===== src/rtl/strobe_pacer_pkg.sv =====
package strobe_pacer_pkg;

  typedef enum logic [1:0] {
    MODE_ASYNC = 2'b00,
    MODE_SLOW  = 2'b01,
    MODE_FAST  = 2'b10,
    MODE_ULTRA = 2'b11
  } speed_e;

  // Strobes from control to the timer datapath.
  typedef struct packed {
    logic start;      // request accepted, strobe falls after this edge
    logic endAssert;  // strobe rises after this edge
  } pace_ctrl_t;

endpackage


===== src/rtl/strobe_pacer_timers.sv =====
module strobe_pacer_timers
  import strobe_pacer_pkg::*;
#(
  parameter int ASSERT_ULTRA = 2,
  parameter int ASSERT_FAST  = 2,
  parameter int ASSERT_SLOW  = 3,
  parameter int PERIOD_ULTRA = 3,
  parameter int PERIOD_FAST  = 5,
  parameter int PERIOD_SLOW  = 10,
  parameter int NEG_CYC      = 2,
  parameter int CW           = 4
) (
  input  logic       clk,
  input  logic       rstN,
  input  pace_ctrl_t ctl,
  input  logic [1:0] speedMode,
  output logic       asrtLast,
  output logic       periodDone,
  output logic       negDone
);

  logic [CW-1:0] selA, selP;
  logic [CW-1:0] asrtLeft, periodLeft, negLeft;
  logic [CW-1:0] latchedP, sinceStart;
  logic          seenStart;

  always_comb begin
    case (speedMode)
      MODE_ULTRA: begin selA = CW'(ASSERT_ULTRA); selP = CW'(PERIOD_ULTRA); end
      MODE_FAST:  begin selA = CW'(ASSERT_FAST);  selP = CW'(PERIOD_FAST);  end
      default:    begin selA = CW'(ASSERT_SLOW);  selP = CW'(PERIOD_SLOW);  end
    endcase
  end

  always_ff @(posedge clk or negedge rstN) begin
    if (!rstN) begin
      asrtLeft   <= '0;
      periodLeft <= '0;
      latchedP   <= '0;
    end else if (ctl.start) begin
      asrtLeft   <= selA;
      periodLeft <= selP - CW'(1);
      latchedP   <= selP;
    end else begin
      if (asrtLeft != '0)   asrtLeft   <= asrtLeft - CW'(1);
      if (periodLeft != '0) periodLeft <= periodLeft - CW'(1);
    end
  end

  always_ff @(posedge clk or negedge rstN) begin
    if (!rstN)              negLeft <= '0;
    else if (ctl.endAssert) negLeft <= CW'(NEG_CYC - 1);
    else if (negLeft != '0) negLeft <= negLeft - CW'(1);
  end

  assign asrtLast   = (asrtLeft == CW'(1));
  assign periodDone = (periodLeft == '0);
  assign negDone    = (negLeft == '0);

  // Edge-to-edge tracker, kept for the spacing check.
  always_ff @(posedge clk or negedge rstN) begin
    if (!rstN) begin
      sinceStart <= '0;
      seenStart  <= 1'b0;
    end else if (ctl.start) begin
      sinceStart <= '0;
      seenStart  <= 1'b1;
    end else if (sinceStart != {CW{1'b1}}) begin
      sinceStart <= sinceStart + CW'(1);
    end
  end

  assert_spacing_R5: assert property (@(posedge clk) disable iff (!rstN)
    (ctl.start && seenStart) |-> (sinceStart >= latchedP - CW'(1)));

  assert_neg_gap_R4: assert property (@(posedge clk) disable iff (!rstN)
    ctl.endAssert |=> !ctl.start);

  assert_hold_mode_R7: assert property (@(posedge clk) disable iff (!rstN)
    (!ctl.start && !$past(ctl.start)) |-> $stable(latchedP));

endmodule


===== src/rtl/strobe_pacer_ctrl.sv =====
module strobe_pacer_ctrl
  import strobe_pacer_pkg::*;
(
  input  logic       clk,
  input  logic       rstN,
  input  logic [1:0] speedMode,
  input  logic       reqValid,
  input  logic       asrtLast,
  input  logic       periodDone,
  input  logic       negDone,
  output pace_ctrl_t ctl,
  output logic       reqReady,
  output logic       strobeN,
  output logic       pulseIssued,
  output logic       modeError
);

  logic active;
  logic modeOk;

  always_comb begin
    modeOk        = (speedMode != MODE_ASYNC);
    reqReady      = modeOk && !active && periodDone && negDone;
    ctl.start     = reqValid && reqReady;
    ctl.endAssert = active && asrtLast;
  end

  always_ff @(posedge clk or negedge rstN) begin
    if (!rstN) begin
      active      <= 1'b0;
      pulseIssued <= 1'b0;
      modeError   <= 1'b0;
    end else begin
      if (ctl.start)          active <= 1'b1;
      else if (ctl.endAssert) active <= 1'b0;
      pulseIssued <= ctl.start;
      modeError   <= reqValid && !modeOk;
    end
  end

  assign strobeN = !active;

  assert_pulse_fall_R2: assert property (@(posedge clk) disable iff (!rstN)
    pulseIssued |-> (!strobeN && $past(strobeN)));

  assert_pulse_single_R2: assert property (@(posedge clk) disable iff (!rstN)
    pulseIssued |=> !pulseIssued);

  assert_ready_low_R6: assert property (@(posedge clk) disable iff (!rstN)
    !strobeN |-> !reqReady);

  assert_error_cause_R8: assert property (@(posedge clk) disable iff (!rstN)
    modeError |-> ($past(speedMode) == MODE_ASYNC && !pulseIssued));

  assert_idle_R9: assert property (@(posedge clk) disable iff (!rstN)
    !$past(reqValid) |-> !pulseIssued);

endmodule


===== src/rtl/strobe_pacer.sv =====
module strobe_pacer
  import strobe_pacer_pkg::*;
#(
  parameter int ASSERT_ULTRA = 2,
  parameter int ASSERT_FAST  = 2,
  parameter int ASSERT_SLOW  = 3,
  parameter int PERIOD_ULTRA = 3,
  parameter int PERIOD_FAST  = 5,
  parameter int PERIOD_SLOW  = 10,
  parameter int NEG_CYC      = 2
) (
  input  logic       clk,
  input  logic       rstN,
  input  logic [1:0] speedMode,
  input  logic       reqValid,
  output logic       reqReady,
  output logic       strobeN,
  output logic       pulseIssued,
  output logic       modeError
);

  localparam int MAX_A = (ASSERT_ULTRA > ASSERT_FAST)
                       ? ((ASSERT_ULTRA > ASSERT_SLOW) ? ASSERT_ULTRA : ASSERT_SLOW)
                       : ((ASSERT_FAST > ASSERT_SLOW) ? ASSERT_FAST : ASSERT_SLOW);
  localparam int MAX_P = (PERIOD_ULTRA > PERIOD_FAST)
                       ? ((PERIOD_ULTRA > PERIOD_SLOW) ? PERIOD_ULTRA : PERIOD_SLOW)
                       : ((PERIOD_FAST > PERIOD_SLOW) ? PERIOD_FAST : PERIOD_SLOW);
  localparam int MAX_T = (MAX_A > MAX_P) ? ((MAX_A > NEG_CYC) ? MAX_A : NEG_CYC)
                                         : ((MAX_P > NEG_CYC) ? MAX_P : NEG_CYC);
  localparam int CW    = $clog2(MAX_T + 1) + 1;

  pace_ctrl_t ctl;
  logic       asrtLast, periodDone, negDone;

  strobe_pacer_ctrl uCtrl (
    .clk        (clk),
    .rstN       (rstN),
    .speedMode  (speedMode),
    .reqValid   (reqValid),
    .asrtLast   (asrtLast),
    .periodDone (periodDone),
    .negDone    (negDone),
    .ctl        (ctl),
    .reqReady   (reqReady),
    .strobeN    (strobeN),
    .pulseIssued(pulseIssued),
    .modeError  (modeError)
  );

  strobe_pacer_timers #(
    .ASSERT_ULTRA(ASSERT_ULTRA),
    .ASSERT_FAST (ASSERT_FAST),
    .ASSERT_SLOW (ASSERT_SLOW),
    .PERIOD_ULTRA(PERIOD_ULTRA),
    .PERIOD_FAST (PERIOD_FAST),
    .PERIOD_SLOW (PERIOD_SLOW),
    .NEG_CYC     (NEG_CYC),
    .CW          (CW)
  ) uTimers (
    .clk       (clk),
    .rstN      (rstN),
    .ctl       (ctl),
    .speedMode (speedMode),
    .asrtLast  (asrtLast),
    .periodDone(periodDone),
    .negDone   (negDone)
  );

endmodule


===== config.mk =====
export PLATFORM = sky130hd
export DESIGN_NAME = strobe_pacer
export DESIGN_NICKNAME = d
export VERILOG_FILES = /design/src/rtl/strobe_pacer_pkg.sv /design/src/rtl/strobe_pacer_timers.sv /design/src/rtl/strobe_pacer_ctrl.sv /design/src/rtl/strobe_pacer.sv
export SDC_FILE = /design/constraint.sdc
export NUM_CORES = 1
export LEC_CHECK = 0
export ABC_CLOCK_PERIOD_IN_PS = 5350
export BUFFER_PORTS_ARGS = -buffer_cell sky130_fd_sc_hd__buf_4
export CORE_UTILIZATION = 40
export DETAILED_ROUTE_END_ITERATION = 10
export REMOVE_ABC_BUFFERS = 1
export SLEW_MARGIN = 20
export SYNTH_ARGS = -nofsm -noshare
export SYNTH_HDL_FRONTEND = slang
export SYNTH_HIERARCHICAL = 1
export SYNTH_SLANG_ARGS = --single-unit

===== constraint.sdc =====
create_clock -name clk -period 5.35 [get_ports clk]
set_input_delay 0.8025 -clock clk [delete_from_list [all_inputs] [get_ports clk]]
set_output_delay 0.8025 -clock clk [all_outputs]
set_load 0.02 [all_outputs]

Yosys cells after proc, flatten, opt, wreduce, memory -nomap -nowiden
Index checks and enable logic that the tools add are counted.
{"block": "op_classes", "addsub": 4, "eq_ne": 3, "muxes": 10, "n_reduce_logical": 19}
{"op": "$mux 5", "count": 6}
{"op": "$reduce_bool 5->1", "count": 3}
{"op": "$sub 5x1->5 const B", "count": 3}
{"op": "$logic_not 5->1", "count": 2}
{"op": "$reduce_bool 2->1", "count": 5}
{"op": "$pmux 4 s2", "count": 1}
{"op": "$logic_and 1x1->1", "count": 6}
{"op": "$eq 5x1->1 const B", "count": 1}
{"op": "$sub 4x1->5 const B", "count": 1}
{"op": "$eq 2x2->1 const B", "count": 2}
{"op": "$mux 1", "count": 3}
{"op": "$logic_not 1->1", "count": 2}
{"op": "$reduce_or 2->1", "count": 1}
{"block": "word_totals", "register_bits": 18, "in_bits": 5, "output_inout_bits": 4, "elab_cells": 42}

Depth between registers and ports, before layout
Gate-level depths: netlist (run 1).
{"block": "logic_depth", "depth_word": 6, "ltp_mapped": 11, "ltp_nobuf": 11}

Hierarchy
The synthesis (run 1) kept the hierarchy.
{"module": "strobe_pacer_timers", "n_inst": 1, "cells_per_inst": 75, "area_each_um2": 829.5, "seq_area_each_um2": 375.4}
{"module": "strobe_pacer_ctrl", "n_inst": 1, "cells_per_inst": 12, "area_each_um2": 142.6, "seq_area_each_um2": 75.1}

Least setup slack after synthesis (run 1)
OpenSTA, ideal clock, no wires.
{"block": "synth_path", "path_kind": "register -> register", "startpoint": "reg uTimers.periodLeft[2]", "endpoint": "reg uTimers.periodLeft[4]", "setup_time_ns": 0.139, "arrival_ns": 2.639, "required_ns": 5.211, "slack_ns": 2.572, "stages_incl_launch_ff": 11, "period_less_slack_ns": 2.778, "cell_sequence": "dfrtp_1 -> or3_1 -> nor3_1 -> nand2b_4 -> nor3_1 -> clkbuf_1 -> o21ai_0 -> ha_1 -> nor3b_1 -> mux2i_1 -> o22ai_1"}
{"element": "from (decl)", "line_no": "strobe_pacer_timers.sv:23", "text": "logic [CW-1:0] asrtLeft, periodLeft, negLeft;"}
{"element": "from (signal assigned)", "line_no": "strobe_pacer_timers.sv:42", "text": "periodLeft <= selP - CW'(1);"}
{"element": "from (signal assigned)", "line_no": "strobe_pacer_timers.sv:46", "text": "if (periodLeft != '0) periodLeft <= periodLeft - CW'(1);"}

==> run summary, run 1 <==
In the routed layout, each cell is associated on average with a via count of 5.31. VDD sags by at most 0.285 mV. The average instance in the mapped netlist occupies 11.2 um2. In this run the worst path has a maximum fanout of 15.

The normalized max-slew margin is 0.633. The detailed router used layers up to and including met4. Excluding fillers, the count of instances in the completed layout stands at 127. The number of failing hold endpoints at the final stage was 0. For the diode insertion count for antenna repair, the log shows 0.

The total length of routed met3 wires was 70 um. The tools report the clock sink count as 18. TritonCTS built the clock tree. Number of fill cells in the layout: 214. The tools report the startpoint kind of the worst setup timing path as a flop. The logs give 5540 ps for the critical path data required time and 2 for the largest buffer count on any clock path.

For the global-route wire length before repair, the log shows 2940 um. By area the synthesized netlist is led by sky130_fd_sc_hd__dfrtp_1 46%, sky130_fd_sc_hd__nor3b_1 5.4%, sky130_fd_sc_hd__ha_1 5.1%. The area taken by flip-flops and latches came out at 450 um2.

The vias after detailed routing is 674. The tools report the setup skew after layout as 1.39 ps. The number of synthesized flops with an enable pin is 0, and the starting density of the core is 0.431. The run gives 123 as the total placed cells including tap cells.

The dominant delay contributor by cell family on the critical path is simple AND/OR/NAND/NOR gates. Clock network fraction of design power: 0.143. The net count of the finished layout is 109.

The tools report the element type at the critical path end as a flop. Row generation in the floorplan step produced 17 rows. In this run, CTS created clock tree buffers numbering 3.

Measured along the y axis, the die boundary spans 51.3 um. For this design the top-level I/O count stands at 9. The core region is 2250 um2. The power per standard cell area is 548 nW/um2, and the total length of routed wires is 1740 um.

Clock latency on the worst-skew pair, taken at its later pin, is 300 ps. Area added between synthesis and finish: 13.9%. The yosys synthesis warning count was 6. The most common flop cell mapped by yosys is sky130_fd_sc_hd__dfrtp_1. The part of the cycle the worst path needs is 0.520, and the fraction of final layout cells sized beyond drive strength 1 is 0.232. Total DRC errors in the routed layout: 0. The time the worst path needs with I/O delays and setup was 2780 ps; the fraction of power consumed by combinational cells was 0.434.

First-pass iteration count of the detailed router: 3. In the synthesized netlist, the cells that appear most often are 18 x sky130_fd_sc_hd__dfrtp_1, 7 x sky130_fd_sc_hd__nor3b_1, 5 x sky130_fd_sc_hd__inv_1, 5 x sky130_fd_sc_hd__nand2_1, 5 x sky130_fd_sc_hd__or3_1. The multi-input combinational cells in the finished layout cover a total of 499 um2. For the internal power contribution, the log shows 380 uW. Counting distinct cell types in the post-synthesis netlist gives 34.

The cell depth of the worst flop-to-flop path is 10. The synthesized design contains 18 register bits. The max-capacitance violation count is 0.

In this design, the stage delay of the slowest critical-path cell is 440 ps. The slowest cell on the critical path was sky130_fd_sc_hd__dfrtp_1. Once the clock tree was built, the setup fixing pass inserted 0 buffers. Average routed wire per standard cell: 13.7 um.

For this block, the initial DRC count from the detailed router was 4. Among all cell types in the netlist, the one instantiated most often is sky130_fd_sc_hd__dfrtp_1. The flow ran to the end, and the final reports show no timing, DRC or antenna violations.

The library cell occupying the most area in the post-synthesis netlist was sky130_fd_sc_hd__dfrtp_1. Count of port buffers added during placement: 8. The logs give 2970 ps for the worst path arrival time and 0.463 for the portion of the post-synthesis area used by sequential elements.

From left edge to right edge, the die measures 51.3 um. The number of slew-limit violations in the final report is 0, and the pin slew with the least headroom to its limit is 543 ps. The aggregate global-route resource usage came out at 0.159. Entering global routing, the biggest net connects 19 pins.

The combined buffer and inverter count along the critical path is 1. The analysis attributes to net switching a power of 228 uW. The run gives 672 as the number of global-route vias before repair. The global placement routability congestion was 0.786; the number of gates on the worst path with buffers counted was 10. Summed over all cells, the static leakage comes to 0.467 nW. Synthesis produced a netlist whose cell count is 87.

The met2 wire length is 822 um, and the number of failing setup endpoints in the final timing report is 0. The signal on the critical path passes through or3_1 > nor3_1 > nand2b_4 > nor3_1 > buf_4 > mux2i_1 > ha_1 > nor3b_1 > mux2i_1 > o22ai_1. The run gives 0 as the overflow left after global routing.

The class of the tightest hold or removal check is in -> async. Category of the most critical setup path: reg -> reg. The logs give 1230 um for the detailed placement HPWL and 972 um2 for the post-synthesis instance area. The number of antenna violations at the first check in global routing was 0; the clock transition time at the flip-flop clock pins of the worst setup and hold paths was 110 ps. The detailed router put a total of 822 um of wire on met1. The number of levels in the clock H-tree was 1; the switching power share of the total was 0.375. After clock tree synthesis, the flow added hold-fix buffers numbering 0. Static timing analysis puts the maximum clock frequency at 0.359 GHz. The cell sitting at the root of the clock tree is a sky130_fd_sc_hd__clkbuf_4. After routing, the total negative slack on setup checks comes to 0 ps.

Setup repair after global routing left no endpoint under its margin. The area enclosed by the die boundary came out at 2630 um2. The proportion of netlist area held by the largest area contributor is 0.463, and the fraction of power consumed by sequential logic is 0.422. The share of flip-flops with an asynchronous set or reset after synthesis came out at 1.00. Post-detailed-route count of antenna-violating nets: 0. After clock tree synthesis, the repair step resized 0 gates.
[final cells by class]
class,instances,share of cell area
repair buffers,9,0.0610
inverters,5,0.0169
flip-flops and latches,18,0.407
well taps,28,0.0316
multi-input cells,63,0.451
clock buffers,4,0.0328
[cell usage in the layout, fill, tap and decap left out]
master	instances
sky130_fd_sc_hd__or3b_2	2
sky130_fd_sc_hd__or3_1	5
sky130_fd_sc_hd__nor2b_1	2
sky130_fd_sc_hd__o31a_1	1
sky130_fd_sc_hd__nand3b_1	2
sky130_fd_sc_hd__o32ai_2	1
sky130_fd_sc_hd__nand2b_1	3
sky130_fd_sc_hd__o22ai_1	1
sky130_fd_sc_hd__nor3b_1	7
sky130_fd_sc_hd__nor4_1	1
sky130_fd_sc_hd__ha_1	4
sky130_fd_sc_hd__a21oi_1	4
sky130_fd_sc_hd__nand2_1	5
sky130_fd_sc_hd__and2_2	1
sky130_fd_sc_hd__clkbuf_4	3
sky130_fd_sc_hd__nor3_1	2
sky130_fd_sc_hd__clkbuf_8	1
sky130_fd_sc_hd__a21boi_0	1
sky130_fd_sc_hd__mux2i_1	2
sky130_fd_sc_hd__dfrtp_1	18
sky130_fd_sc_hd__nor4_2	1
sky130_fd_sc_hd__nor2_1	3
sky130_fd_sc_hd__and2_1	1
sky130_fd_sc_hd__nor4b_4	2
sky130_fd_sc_hd__buf_4	9
sky130_fd_sc_hd__o21ai_0	1
sky130_fd_sc_hd__o21ba_2	1
sky130_fd_sc_hd__o21a_1	1
sky130_fd_sc_hd__nor4b_1	1
sky130_fd_sc_hd__a21oi_2	1
sky130_fd_sc_hd__a211o_1	1
sky130_fd_sc_hd__or2b_1	1
sky130_fd_sc_hd__xnor2_1	2
sky130_fd_sc_hd__nand2b_4	1
sky130_fd_sc_hd__inv_1	5
sky130_fd_sc_hd__a211oi_1	2
[kinds of logic after synthesis]
| family | share of synthesized area |
|---|---|
| simple gates | 0.306 |
| fa+ha+maj | 0.0515 |
| compound gates | 0.117 |
| buf+inv | 0.0232 |
| flops | 0.463 |
| mux | 0.0206 |
| xor+xnor | 0.0180 |
[power groups by stage]
stage,combinational [mW],sequential (mW),clock [mW]
finish,0.264,0.256,0.0871
global route,0.303,0.264,0.0964
CTS,0.267,0.255,0.0916
detailed placement,0.265,0.258,0
global placement,0.255,0.256,0
floorplan,0.217,0.243,0
[through the flow]
stage	total power [mW]	util	worst slack, ps	hold slack, ps	instance area (um2)
floorplan	0.460	-	2060	475	968
global placement	0.512	0.475	2620	501	1070
detailed placement	0.523	0.475	2570	513	1070
CTS	0.614	0.491	2540	343	1110
global route	0.664	0.491	2310	338	1110
finish	0.607	0.491	2570	346	1110
[path summary, 6_finish.rpt]
kind / end / slack (ps) / startpoint
setup / recovery: uTimers/periodLeft[4] / 2570 / uTimers/periodLeft[2]
hold / removal: uTimers/negLeft[2] / 350 / rstN
setup reg to reg: uTimers/periodLeft[4] / 2570 / uTimers/periodLeft[2]
hold reg to reg: uTimers/asrtLeft[1] / 550 / uTimers/asrtLeft[1]
max in group asynchronous: uTimers/negLeft[4] / 4810 / rstN
min in group clk: uTimers/asrtLeft[1] / 550 / uTimers/asrtLeft[1]
[routing by layer]
layer | vias to the layer above | global-route usage
li1 | 338 | -
met1 | 322 | 0.184
met2 | 10 | 0.263
met3 | 4 | 0.0655
met4 | 0 | 0.0541
met5 | - | 0
[flip-flops by register name, summed over array words and instances (netlist names)]
| name | flops |
|---|---|
| uTimers/asrtLeft | 5 |
| uTimers/negLeft | 5 |
| uTimers/periodLeft | 5 |
| uCtrl/active | 1 |
| uCtrl/modeError | 1 |
| uCtrl/pulseIssued | 1 |
No activity file was read; power rests on OpenSTA's default activity.
==> inputs of run 2 (changes only) <==
Settings changed: ABC_CLOCK_PERIOD_IN_PS 5350 to 2400.
Clock period 5.35 ns to 2.4 ns, I/O delays scaled along.
==> run 2 against run 1 <==
Against the previous run: the run now ends with negative setup slack left; worst hold slack lost 52 ps; core utilization grew 12 points; setup slack lost 2600 ps; combinational power grew to 3.1 times the previous value; final area grew 24%; maximum frequency grew 14%; first-iteration DRC count grew to 3.0 times the previous value; final cell count grew 21%; clock skew grew 3.3 ps; global-route usage grew 0.86 points; count of clock-buffer cells in the layout shrank 1; total power grew 150%; critical path type unchanged.
==> run summary, run 2 (synthesis gave the netlist of run 1 again) <==
Buffers inserted during clock tree synthesis total 3. The leading cell type in the layout, fill and taps excluded was sky130_fd_sc_hd__buf_4. The minimum setup slack among reg-to-reg paths came out at -50 ps. For the normalized max-slew margin, the log shows 0.672. Power spread over the standard cell area amounts to 1100 nW/um2. Adding up every negative setup slack in the final design gives -89.3 ps. Data on the critical path arrives at its endpoint at 2620 ps.

The final non-filler cell total came out at 154. The checks that failed: negative setup slack. STA classifies the critical path startpoint as a flop. The fraction of final layout cells sized beyond drive strength 1 is 0.460. Row generation in the floorplan step produced 17 rows. The run gives 19 as the maximum number of pins on one net before global-route repair. The top cell types in the final layout, fill and taps aside, are 34 x sky130_fd_sc_hd__buf_4, 18 x sky130_fd_sc_hd__dfrtp_1, 6 x sky130_fd_sc_hd__nor3b_1. The largest registers in the layout are uTimers/asrtLeft (5), uTimers/negLeft (5), uTimers/periodLeft (5).

At the pin with the least slew margin, the transition time is 484 ps. The element type at the critical path end is a flop. Summing all non-filler instances in the final layout gives an area of 1370 um2. The placed instances occupy a cell area of 1180 um2. Total length of routed wires: 1970 um. At the end of the flow, the number of nets in the layout was 137.

The tools report the starting density of the core as 0.431. Vias after detailed routing: 787. The tools report the clock latency on the worst-skew pair as 290 ps. The first global-routing pass estimated 3300 um of wire. For this block, the initial DRC count from the detailed router was 12. The run gives 1 as the number of levels in the clock H-tree.

Part of the cycle the worst path needs: 1.02. The number of slew-limit violations in the final report was 0; the average routed wire per standard cell was 12.8 um. At the end of routability-driven placement, the weighted congestion stood at 0.807. The run gives 0.167 as the aggregate global-route resource usage. The clock transition time at the flip-flop clock pins of the worst setup and hold paths works out to 100 ps. The tools report the overflow left after global routing as 0.

Setup repair after global routing could not meet its margin everywhere. The logs give 0 for the diode insertion count for antenna repair and 2630 um2 for the area enclosed by the die boundary. The tools report the leakage power total as 0.616 nW. The die is 51.3 um wide. The detailed placement HPWL was 1360 um. Derived from the worst setup path, the maximum achievable clock frequency is 0.408 GHz.

The logs give 4.72 ps for the setup skew after layout and 0 for the max-capacitance violation count. The flow ran to the end, but the final reports show violations. After floorplanning, the core was sized to cover 2250 um2. For this design, the sink count on the clock tree is 18. The number of global-route vias before repair was 750.

From synthesis to final layout, the design area changed by 41.3%. In this run the tool buffered the top-level ports with 8 buffer cells. The number of failing setup endpoints in the final timing report came out at 2. The I/O pin total was 9; the post-placement worst setup slack was -197 ps. The detail route stage leaves a number of antenna-violating nets equal to 0.

The tools report the number of antenna violations at the first check in global routing as 0. The post-detailed-route via-to-cell ratio came out at 5.11. The critical path is of the reg -> reg type. The critical path data required time was 2570 ps; the number of fill cells in the layout was 189.

VDD sags by at most 0.810 mV. Counting tap cells, the placed design contains a total of 138 instances. Measured along the y axis, the die boundary spans 51.3 um. Class of the tightest hold or removal check: in -> reg. The worst path setup slack after routing is -49.9 ps, and the total DRC errors in the routed layout is 0. The maximum fanout count along the critical path works out to 3.

CTS placed an instance of sky130_fd_sc_hd__clkbuf_4 at the clock tree root. Before antenna repair, the detailed router went through 4 iterations. The clock passes through at most 2 buffers. The number of failing hold endpoints at the final stage is 0, and the time the worst path needs with I/O delays and setup is 2450 ps. TritonCTS built the clock tree.
==> run 2: cell types whose count changed in the layout (fill, tap and decap cells not counted), moves of 2 or more <==
cell and change:
sky130_fd_sc_hd__buf_4 +25, sky130_fd_sc_hd__ha_1 -2, sky130_fd_sc_hd__ha_2 +2, sky130_fd_sc_hd__nor3_1 -2
==> run 2: worst max-delay path, stage by stage, from the launching register on <==
cell,delay [ps]
sky130_fd_sc_hd__dfrtp_1,390
sky130_fd_sc_hd__or3_4,400
sky130_fd_sc_hd__nor3_2,120
sky130_fd_sc_hd__buf_4,140
sky130_fd_sc_hd__nand2b_4,60
sky130_fd_sc_hd__nor3_4,180
sky130_fd_sc_hd__buf_6,140
sky130_fd_sc_hd__mux2i_4,220
sky130_fd_sc_hd__ha_2,210
sky130_fd_sc_hd__nor3b_4,200
sky130_fd_sc_hd__mux2i_1,200
sky130_fd_sc_hd__o22ai_1,80
==> run 2: report_power, final <==
group | leakage (nW) | total, mW | switching [mW] | internal [mW]
sequential | 0.225 | 0.541 | 0.113 | 0.428
combinational | 0.377 | 0.819 | 0.355 | 0.465
clock | 0.0138 | 0.147 | 0.0889 | 0.0583
==> run 2: metrics by stage <==
| step | util | hold WS, ps | total power, mW |
|---|---|---|---|
| 6_report | 0.609 | 294 | 1.51 |
| 5_1_grt | 0.609 | 289 | 1.63 |
| 4_1_cts | 0.594 | 267 | 1.49 |
| 3_5_place_dp | 0.525 | 242 | 1.28 |
| 3_3_place_gp | 0.525 | 240 | 1.26 |
| 2_1_floorplan | - | 64.4 | 1.03 |
==> run 2: worst paths after layout <==
check	start	to	depth (start not counted)
max	uTimers/periodLeft[2]	uTimers/periodLeft[4]	11
min	reqValid	uCtrl/modeError	2
max reg2reg	uTimers/periodLeft[2]	uTimers/periodLeft[4]	11
min reg2reg	uTimers/asrtLeft[1]	uTimers/asrtLeft[1]	1
max in group asynchronous	rstN	uTimers/asrtLeft[0]	2
min in group asynchronous	rstN	uTimers/negLeft[1]	2
==> run 2: cell type report <==
class                           count  area, um2  area share
Sequential cell                    18        450       0.328
Tap cell                           28       35.0      0.0255
Clock buffer                        3       22.5      0.0164
Multi-Input combinational cell     63        556       0.404
Timing Repair Buffer               37        292       0.212
Inverter                            5       18.8      0.0137
==> run 2: what timing repair did <==
action,4_1_cts,5_1_grt
pin swaps,4,4
hold buffers,1,0
buffers inserted,10,4
endpoints found under the setup margin,2,3
resized for setup,11,6
endpoints found under the hold margin,18,0
==> run 2: per-layer routing <==
layer	GRT usage	wire, um	up-vias
li1	-	-	394
met1	0.224	959	379
met2	0.274	935	12
met3	0.0446	63	2
met4	0.0270	12	0
met5	0	0	-
